### config.mk
export PLATFORM = sky130hd
export DESIGN_NAME = tmr_clk_sel
export DESIGN_NICKNAME = d
export VERILOG_FILES = /design/src/rtl/tcs_pkg.sv /design/src/rtl/tcs_prescaler.sv /design/src/rtl/tcs_ext_edge.sv /design/src/rtl/tcs_src_mux.sv /design/src/rtl/tmr_clk_sel.sv
export SDC_FILE = /design/constraint.sdc
export NUM_CORES = 1
export LEC_CHECK = 0
export BUFFER_PORTS_ARGS = -buffer_cell sky130_fd_sc_hd__buf_4
export CORE_UTILIZATION = 47
export CTS_CLUSTER_SIZE = 40
export DETAILED_ROUTE_END_ITERATION = 6
export PLACE_DENSITY = 0.67
export SKIP_LAST_GASP = 1
export SLEW_MARGIN = 25
export SYNTH_ARGS = -nofsm -noshare
export SYNTH_HDL_FRONTEND = slang
export SYNTH_SLANG_ARGS = --single-unit
### constraint.sdc
create_clock -name clk -period 1.9 [get_ports clk]
set_input_delay 0.38 -clock clk [delete_from_list [all_inputs] [get_ports clk]]
set_output_delay 0.38 -clock clk [all_outputs]
set_load 0.01 [all_outputs]
### src/rtl/tcs_pkg.sv
package tcs_pkg;

  typedef enum logic [2:0] {
    SRC_OFF      = 3'd0,
    SRC_DIV1     = 3'd1,
    SRC_DIV8     = 3'd2,
    SRC_DIV32    = 3'd3,
    SRC_DIV256   = 3'd4,
    SRC_DIV1024  = 3'd5,
    SRC_EXT_FALL = 3'd6,
    SRC_EXT_RISE = 3'd7
  } src_sel_e;

  localparam int NUM_TAPS = 4;

endpackage

### src/rtl/tcs_prescaler.sv
module tcs_prescaler #(
  parameter int CNT_W = 10,
  parameter int NUM_TAPS = 4,
  parameter int TAP_LOG [NUM_TAPS] = '{3, 5, 8, 10}
) (
  input  logic                clk,
  input  logic                rst_n,
  input  logic                clr,
  output logic [NUM_TAPS-1:0] roll
);

  logic [CNT_W-1:0] cnt_q;

  always_ff @(posedge clk or negedge rst_n) begin
    if (!rst_n)   cnt_q <= '0;
    else if (clr) cnt_q <= '0;
    else          cnt_q <= cnt_q + 1'b1;
  end

  // A tap is about to roll when its low bits are all ones.
  for (genvar i = 0; i < NUM_TAPS; i++) begin : g_tap
    assign roll[i] = &cnt_q[TAP_LOG[i]-1:0];
  end

endmodule

### src/rtl/tcs_ext_edge.sv
module tcs_ext_edge #(
  parameter int SYNC_STAGES = 2
) (
  input  logic clk,
  input  logic rst_n,
  input  logic pin,
  output logic rise,
  output logic fall
);

  localparam int MSB = SYNC_STAGES - 1;

  logic [SYNC_STAGES-1:0] sync_q;
  logic                   hist_q;

  always_ff @(posedge clk or negedge rst_n) begin
    if (!rst_n) begin
      sync_q <= '0;
      hist_q <= 1'b0;
    end else begin
      sync_q <= {sync_q[SYNC_STAGES-2:0], pin};
      hist_q <= sync_q[MSB];
    end
  end

  assign rise = sync_q[MSB] & ~hist_q;
  assign fall = ~sync_q[MSB] & hist_q;

endmodule

### src/rtl/tcs_src_mux.sv
module tcs_src_mux
  import tcs_pkg::*;
#(
  parameter int NUM_TAPS = 4
) (
  input  logic                clk,
  input  logic                rst_n,
  input  logic [2:0]          sel,
  input  logic [NUM_TAPS-1:0] roll,
  input  logic                rise,
  input  logic                fall,
  output logic                tick
);

  logic nxt;

  always_comb begin
    unique case (src_sel_e'(sel))
      SRC_OFF:      nxt = 1'b0;
      SRC_DIV1:     nxt = 1'b1;
      SRC_DIV8:     nxt = roll[0];
      SRC_DIV32:    nxt = roll[1];
      SRC_DIV256:   nxt = roll[2];
      SRC_DIV1024:  nxt = roll[3];
      SRC_EXT_FALL: nxt = fall;
      SRC_EXT_RISE: nxt = rise;
      default:      nxt = 1'b0;
    endcase
  end

  always_ff @(posedge clk or negedge rst_n) begin
    if (!rst_n) tick <= 1'b0;
    else        tick <= nxt;
  end

endmodule

### src/rtl/tmr_clk_sel.sv
module tmr_clk_sel
  import tcs_pkg::*;
#(
  parameter int PRESC_W = 10,
  parameter int SYNC_STAGES = 2
) (
  input  logic       clk,
  input  logic       rst_n,
  input  logic       presc_clr,
  input  logic [2:0] src_sel,
  input  logic       ext_pin,
  output logic       tick
);

  logic [NUM_TAPS-1:0] roll;
  logic                ext_rise;
  logic                ext_fall;

  tcs_prescaler #(
    .CNT_W   (PRESC_W),
    .NUM_TAPS(NUM_TAPS),
    .TAP_LOG ('{3, 5, 8, 10})
  ) u_presc (
    .clk  (clk),
    .rst_n(rst_n),
    .clr  (presc_clr),
    .roll (roll)
  );

  tcs_ext_edge #(
    .SYNC_STAGES(SYNC_STAGES)
  ) u_edge (
    .clk  (clk),
    .rst_n(rst_n),
    .pin  (ext_pin),
    .rise (ext_rise),
    .fall (ext_fall)
  );

  tcs_src_mux #(
    .NUM_TAPS(NUM_TAPS)
  ) u_mux (
    .clk  (clk),
    .rst_n(rst_n),
    .sel  (src_sel),
    .roll (roll),
    .rise (ext_rise),
    .fall (ext_fall),
    .tick (tick)
  );

endmodule

# ---- Word-level counts from Yosys, hierarchy flattened
# Index checks and enable logic that the tools add are counted.
# Widths: inputs -> output; s select.
dict set report totals {
  regBits 14
  inputBits 7
  output_inout_bits 1
}
dict set report op_classes {
  addsub 1
  eq_ne 7
  muxes 2
  bitwise 4
  reduce_logical 5
}
# operator n
set op_table {}
lappend op_table {{$eq 3x3->1 const B} 4}
lappend op_table {{$add 10x1->10 const B} 1}
lappend op_table {{$mux 10} 1}
lappend op_table {{$reduce_and 10->1} 1}
lappend op_table {{$pmux 1 s8} 1}
lappend op_table {{$reduce_and 8->1} 1}
lappend op_table {{$eq 3x2->1 const B} 2}
lappend op_table {{$reduce_and 5->1} 1}
lappend op_table {{$eq 3x1->1 const B} 1}
lappend op_table {{$logic_not 3->1} 1}
lappend op_table {{$reduce_and 3->1} 1}
lappend op_table {{$and 1x1->1} 2}
lappend op_table {{$not 1->1} 2}

# ---- Depth between registers and ports, before layout
# Gate-level depths: netlist of the first run.
dict set report logic_depth {
  word_depth 3
  mapped_depth 6
  mapped_depth_nobuf 6
}

# ---- Modules after synthesis
# From an unflattened synthesis of the first run, not the netlist that was laid out.
dict set report unflattened {
  hier_cells 63
  hier_area_um2 669.4
}
# mod n_inst cells_each area_per_inst_um2 seq_area_each_um2
set by_module_without_submodules {}
lappend by_module_without_submodules {tcs_prescaler 1 47 489.2 250.2}
lappend by_module_without_submodules {tcs_ext_edge 1 5 90.1 75.1}
lappend by_module_without_submodules {tcs_src_mux 1 11 90.1 25.0}

# ---- Worst setup path before layout of the first run
# Ideal clock, no wire load.
dict set report synth_path {
  path_type {reg-to-reg}
  startpoint {register u_presc.cnt_q[0]}
  endpoint {register u_mux.tick}
  setup_ns 0.126
  arrival_time_ns 1.410
  required_time_ns 1.774
  path_slack_ns 0.364
  stages_incl_launch_ff 7
  n_path_buf 0
  period_less_slack_ns 1.536
  path_cell_list {dfrtp_1 -> ha_1 -> and3_2 -> ha_1 -> inv_1 -> a311oi_1 -> a311o_1}
}
dict set report synth_between {
  elab_chain_len 2
  word_cells_on_any_way 5
}
# element line
set synth_rtl {}
lappend synth_rtl {{start: declaration} tcs_prescaler.sv:12} ;# logic [CNT_W-1:0] cnt_q;
lappend synth_rtl {{start signal: assignment} tcs_prescaler.sv:17} ;# else cnt_q <= cnt_q + 1'b1;
lappend synth_rtl {{$reduce_and 10->1 (tied with other cells)} tcs_prescaler.sv:22} ;# assign roll[i] = &cnt_q[TAP_LOG[i]-1:0];
lappend synth_rtl {{$pmux 1 s8 *} tcs_src_mux.sv:18} ;# unique case (src_sel_e'(sel))
lappend synth_rtl {{named net u_mux.nxt} tcs_src_mux.sv:15} ;# logic nxt;
lappend synth_rtl {{end signal: assignment} tcs_src_mux.sv:33} ;# else tick <= nxt;
lappend synth_rtl {{end: declaration} tcs_src_mux.sv:12} ;# output logic tick
# Mark *: on every way through the listed nets, which the timed path passes. The rest lies on a longest branch.

# ---- Worst setup path after layout of the first run
# Same ends and word-level chain as after synthesis.

==> impl_metrics.tcl, run 1 <==
set metrics [dict create \
    grtUsageTotal_pct 18.07 \
    ctsResizeCount 0 \
    pre_cts_ws_ps 297.5 \
    cts_buffers 3 \
    arrival_ps 1770 \
    drv_slew 0 \
    holdBufCountCts 1 \
    antennaDiodeCount 0 \
    grt_pass1_wl_mm 1.683 \
    grt_busiest_layer "met1" \
    clock_latency_ps 270 \
    coreArea_sq_mm 0.001171 \
    drtAntennaViolNets 0 \
    vdd.ir_drop.worst_uv 463.7 \
    max_freq_ghz 0.6211 \
    syn_area_per_cell_sq_um 11.04 \
    ys_seq_elements 14 \
    yosysWarningCount 0 \
    nNetsFinal 79 \
    grt-ovfl-total 0 \
    die_y_um 38.60 \
    rsz0062_at_grt "false" \
    end_kind "flop" \
    cts_max_path_buffers 2 \
    routed_wl_mm 1.043 \
    met2_usage_pct 23.33 \
    worstSetupPathType "reg -> reg" \
    fp.dieW_um 38.60 \
    drc 0 \
    maxCapViolations 0 \
    p_per_area_mw_per_mm2 760.4 \
    globalplace.congestion 0.7592 \
    syn-num-nets 67 \
    grt_max_degree 15 \
    dpl-instance-area_sq_um 695.7 \
    met1_usage_pct 24.32 \
    start_util_pct 53.74 \
    ys_seq_area_share_pct 55.67 \
    period_share_pct 84.74 \
    whs_ps 207.1 \
    drive_gt1_share_pct 23.53 \
    worstHoldPathType "in -> reg" \
    ios 8 \
    hold_viol_final 0 \
    io_buffers 7 \
    cts-root-buf "clkbuf_4" \
    drt-initial-drc-count 5 \
    postCtsSetupBuffers 0 \
    critPathMaxFanout 4 \
    fin_ws_ps 289.9 \
    rows 12 \
    grt_pass1_vias 396 \
    critPathLaunchType "flop" \
    utilization_pct 63.35 \
    layout_common_cells "dfrtp_1 (14), buf_4 (7), a21oi_1 (6)" \
    fin_cells 82 \
    relSlewSlack_pct 74.00 \
    setup_tns_ps 0 \
    clk_pin_slew_ps 80 \
    tightest_slew_ps 380.2 \
    fin_total_pwr_mw 0.5642 \
    placedCellCount 77 \
    dr.pass1.iters 4 \
    fp.dieArea_sq_mm 0.001490 \
    setup_viol 0 \
    period_minus_slack_ps 1610 \
    cts.sinks 14 \
    fin_area_sq_um 742.0 \
    num_vias 453 \
    cts_max_level 1 \
    vias_per_cell 5.524 \
    status "complete, no violations" \
    final_common_cell "dfrtp_1" \
    cp.required_ps 2060 \
    grt.met3_usage_pct 5.202 \
    power.leakage_nw 0.3314 \
    synth_cell_type_count 24 \
    netlist_area_sq_um 629.4 \
    synth_cells 57 \
    antenna_found_initial 0 \
    wl_per_cell_um 12.72 \
    area_growth_syn_to_layout_pct 17.89 \
    tritoncts "yes" \
    fin_skew_ps 3.589 \
]
## path summary, 6_finish.rpt
kind / from / endpoint / slack, ps / depth (start not counted)
hold / removal: ext_pin / u_edge.sync_q[0] / 210 / 1
setup / recovery: u_presc.cnt_q[0] / u_mux.tick / 290 / 6
hold reg to reg: u_edge.sync_q[0] / u_edge.sync_q[1] / 350 / 0
min in group asynchronous: rst_n / u_edge.hist_q / 480 / 2
max in group asynchronous: rst_n / u_presc.cnt_q[5] / 1250 / 2
setup reg to reg: u_presc.cnt_q[0] / u_mux.tick / 290 / 6
## synthesized netlist by cell type
master / n / share of area [%]
a21oi_1: 6 / 4.8
nor2b_1: 3 / 3.0
or3_1: 2 / 2.0
or3_2: 2 / 2.4
nand4_1: 1 / 0.99
ha_1: 3 / 6.0
nor2_1: 2 / 1.2
nand2b_1: 2 / 2.0
o31ai_1: 1 / 1.2
inv_1: 1 / 0.60
a2111oi_0: 1 / 1.4
clkbuf_1: 1 / 0.60
nand4_2: 1 / 2.0
xor2_1: 1 / 1.4
a311o_1: 1 / 1.6
nand3_2: 1 / 1.6
o22ai_1: 1 / 0.99
dfrtp_1: 14 / 56
a311oi_1: 1 / 1.4
and3_2: 1 / 1.2
nand3_1: 1 / 0.79
nand2_1: 5 / 3.0
or4_1: 1 / 1.2
o21ai_0: 4 / 3.2
## layout make-up
class	count	area, sq um
clock buffers	4	36.28
fillers	94	429.2
inverters	1	3.754
multi-input cells	41	271.5
flip-flops and latches	14	350.3
well taps	14	17.52
repair buffers	8	62.56
## cells by family after synthesis
logic type               count (synthesis)  share of synthesized area (%)
buffers and inverters                    2                          1.192
flip-flops                              14                          55.67
XOR/XNOR                                 1                          1.392
AO/OA/AOI/OAI                           15                          14.51
AND/OR/NAND/NOR                         22                          21.27
adder cells (fa/ha/maj)                  3                          5.965
## layer usage
metal	share of wire, %	vias to the layer above
li1	-	232
met1	55	213
met2	40	6
met3	3.3	2
met4	1.9	0
met5	0	-
## critical path: stages, from the launching register on
cell,delay (ps)
dfrtp_1,410
ha_1,250
and3_2,220
ha_1,170
inv_1,50
a311oi_1,80
a311o_1,330
## registers in the layout, indices dropped and copies added (netlist names)
register / count
u_mux.tick: 1
u_edge.sync_q: 2
u_presc.cnt_q: 10
u_edge.hist_q: 1
## power breakdown
part	leakage [nW]	internal (mW)	total (mW)	switching, mW
clock	0.0210	0.116	0.210	0.0931
combinational	0.125	0.0202	0.0401	0.0199
sequential	0.185	0.308	0.314	0.00695
No activity file was read; power rests on OpenSTA's default activity.
==> run 2, diff against run 1 <==
ABC_AREA = 1   (was unset)
PLACE_DENSITY = 0.66   (was 0.67)
clock period = 1.5 ns   (was 1.9 ns; I/O delays follow)
==> impl_metrics.tcl, run 2 <==
set metrics [dict create \
    io_buffers 7 \
    critPathLaunchType "flop" \
    synth_cell_type_count 20 \
    top_regs "u_presc.cnt_q (10), u_edge.sync_q (2)" \
    top_register "u_presc.cnt_q" \
    largest_register_ff_count 10 \
    num_vias 577 \
    grtUsageTotal_pct 18.44 \
    arrival_ps 1520 \
    cts_buffers 3 \
    synth.area.top_cells "dfrtp_1 (48%), nor2_1 (9.8%), nand2_1 (8.8%)" \
    die_y_um 41.30 \
    grt_pass1_vias 496 \
    synth_common_cells "nor2_1 (19), nand2_1 (17), dfrtp_1 (14), inv_1 (14), nand3_1 (4)" \
    grt_pass1_wl_mm 1.959 \
    cts_max_level 1 \
    yosysTopAreaCell "dfrtp_1" \
    pre_cts_ws_ps 84.29 \
    critPathMaxFanout 4 \
    ys_seq_area_share_pct 48.28 \
    drc 0 \
    area_growth_syn_to_layout_pct 16.55 \
    antennaDiodeCount 0 \
    dp_hpwl_um 955.4 \
    vias_per_cell 4.890 \
    synthFlopType "dfrtp_1" \
    synthArstFlopShare_pct 100.0 \
    synth_top_area_share_pct 48.28 \
    drt-initial-drc-count 14 \
    start_util_pct 53.11 \
    rsz0062_at_grt "false" \
    setup_tns_ps 0 \
    synth_edf_count 0 \
    clock_latency_ps 280 \
    synth_cells 91 \
    maxCapViolations 0 \
    max_freq_ghz 0.7430 \
    yosysWarningCount 0 \
    period_share_pct 89.73 \
    cts_max_path_buffers 2 \
    globalplace.congestion 0.7730 \
    cts.sinks 14 \
    routed_wl_mm 1.252 \
    fin_skew_ps 7.092 \
    syn-num-nets 101 \
    period_minus_slack_ps 1346 \
    drv_slew 0 \
    cp.required_ps 1670 \
    rows 13 \
    worstSetupPathType "reg -> reg" \
    end_kind "flop" \
    p_per_area_mw_per_mm2 865.3 \
    dr.pass1.iters 4 \
    fp.dieW_um 41.30 \
    postCtsSetupBuffers 0 \
    antenna_found_initial 0 \
    coreArea_sq_mm 0.001366 \
    wl_per_cell_um 10.61 \
    netlist_area_sq_um 725.7 \
    hold_viol_final 0 \
    syn_area_per_cell_sq_um 7.975 \
    tightest_slew_ps 190.4 \
    status "complete, no violations" \
    fin_ws_ps 154.1 \
    ys_seq_elements 14 \
    fp.dieArea_sq_mm 0.001705 \
    clk_pin_slew_ps 90 \
    grt_max_degree 15 \
    layout_common_cells "nor2_1 (19), nand2_1 (17), inv_1 (14), dfrtp_1 (14), buf_4 (7)" \
    nNetsFinal 114 \
    synth.most_common_cell "nor2_1" \
    drtAntennaViolNets 0 \
    grt-ovfl-total 0 \
    final_common_cell "nor2_1" \
    vdd.ir_drop.worst_uv 606.7 \
    fin_area_sq_um 845.8 \
    tritoncts "yes" \
    setup_viol 0 \
    drive_gt1_share_pct 22.33 \
    relSlewSlack_pct 87.26 \
    cts-root-buf "clkbuf_4" \
    power.leakage_nw 0.4507 \
    worstHoldPathType "in -> reg" \
    dpl-instance-area_sq_um 797.0 \
    ios 8 \
]
## run 2: layout make-up
class	count	area, sq um
fillers	118	520.5
well taps	15	18.77
multi-input cells	61	317.8
inverters	16	60.06
repair buffers	8	62.56
clock buffers	4	36.28
flip-flops and latches	14	350.3
## run 2: power breakdown
group	total (mW)	internal (mW)	switching (mW)
registers	0.399	0.389	0.00990
clock network	0.272	0.148	0.124
logic	0.0606	0.0273	0.0333
## run 2: timing repair
item	in CTS	in global routing
resized for setup	0	2
hold buffers	1	0
endpoints found under the hold margin	14	0
setup endpoints to repair	0	1
## run 2: worst paths after layout
path | cells past startpoint | from | end | slack (ps)
max | 8 | u_presc.cnt_q[0] | u_mux.tick | 150
min | 1 | ext_pin | u_edge.sync_q[0] | 130
max reg2reg | 8 | u_presc.cnt_q[0] | u_mux.tick | 150
min reg2reg | 0 | u_edge.sync_q[0] | u_edge.sync_q[1] | 360
max in group asynchronous | 2 | rst_n | u_presc.cnt_q[0] | 930
min in group asynchronous | 2 | rst_n | u_presc.cnt_q[3] | 400
## run 2: logic make-up after synthesis
family / count (synthesis) / share of synthesized area, %
simple gates: 53 / 34.66
buf+inv: 16 / 8.276
flops: 14 / 48.28
compound gates: 5 / 3.620
fa+ha+maj: 3 / 5.173
## run 2: stage by stage
stage	util (%)	instances	hold slack, ps	total power, mW
4_1_cts	61.72	118	125.8	0.7345
3_5_place_dp	58.33	113	159.3	0.4659
6_report	61.90	118	128.5	0.7319
2_1_floorplan	-	91	4.409	0.4324
5_1_grt	61.90	118	119.2	0.7631
3_3_place_gp	58.33	113	159.4	0.4648
## run 2: critical path, stage by stage, from the launching register on
cell     delay [ps]
dfrtp_1         430
ha_2            210
nand2_2          90
nor2_1           40
ha_1            170
o21ai_1         130
nand2_1          60
nand2_1          50
nand3_1          70
## run 2: per-layer routing
| layer | wire (um) | track usage [%] |
|---|---|---|
| met1 | 628 | 22.60 |
| met2 | 557 | 29.69 |
| met3 | 37 | 4.787 |
| met4 | 29 | 9.677 |
| met5 | 0 | 0 |
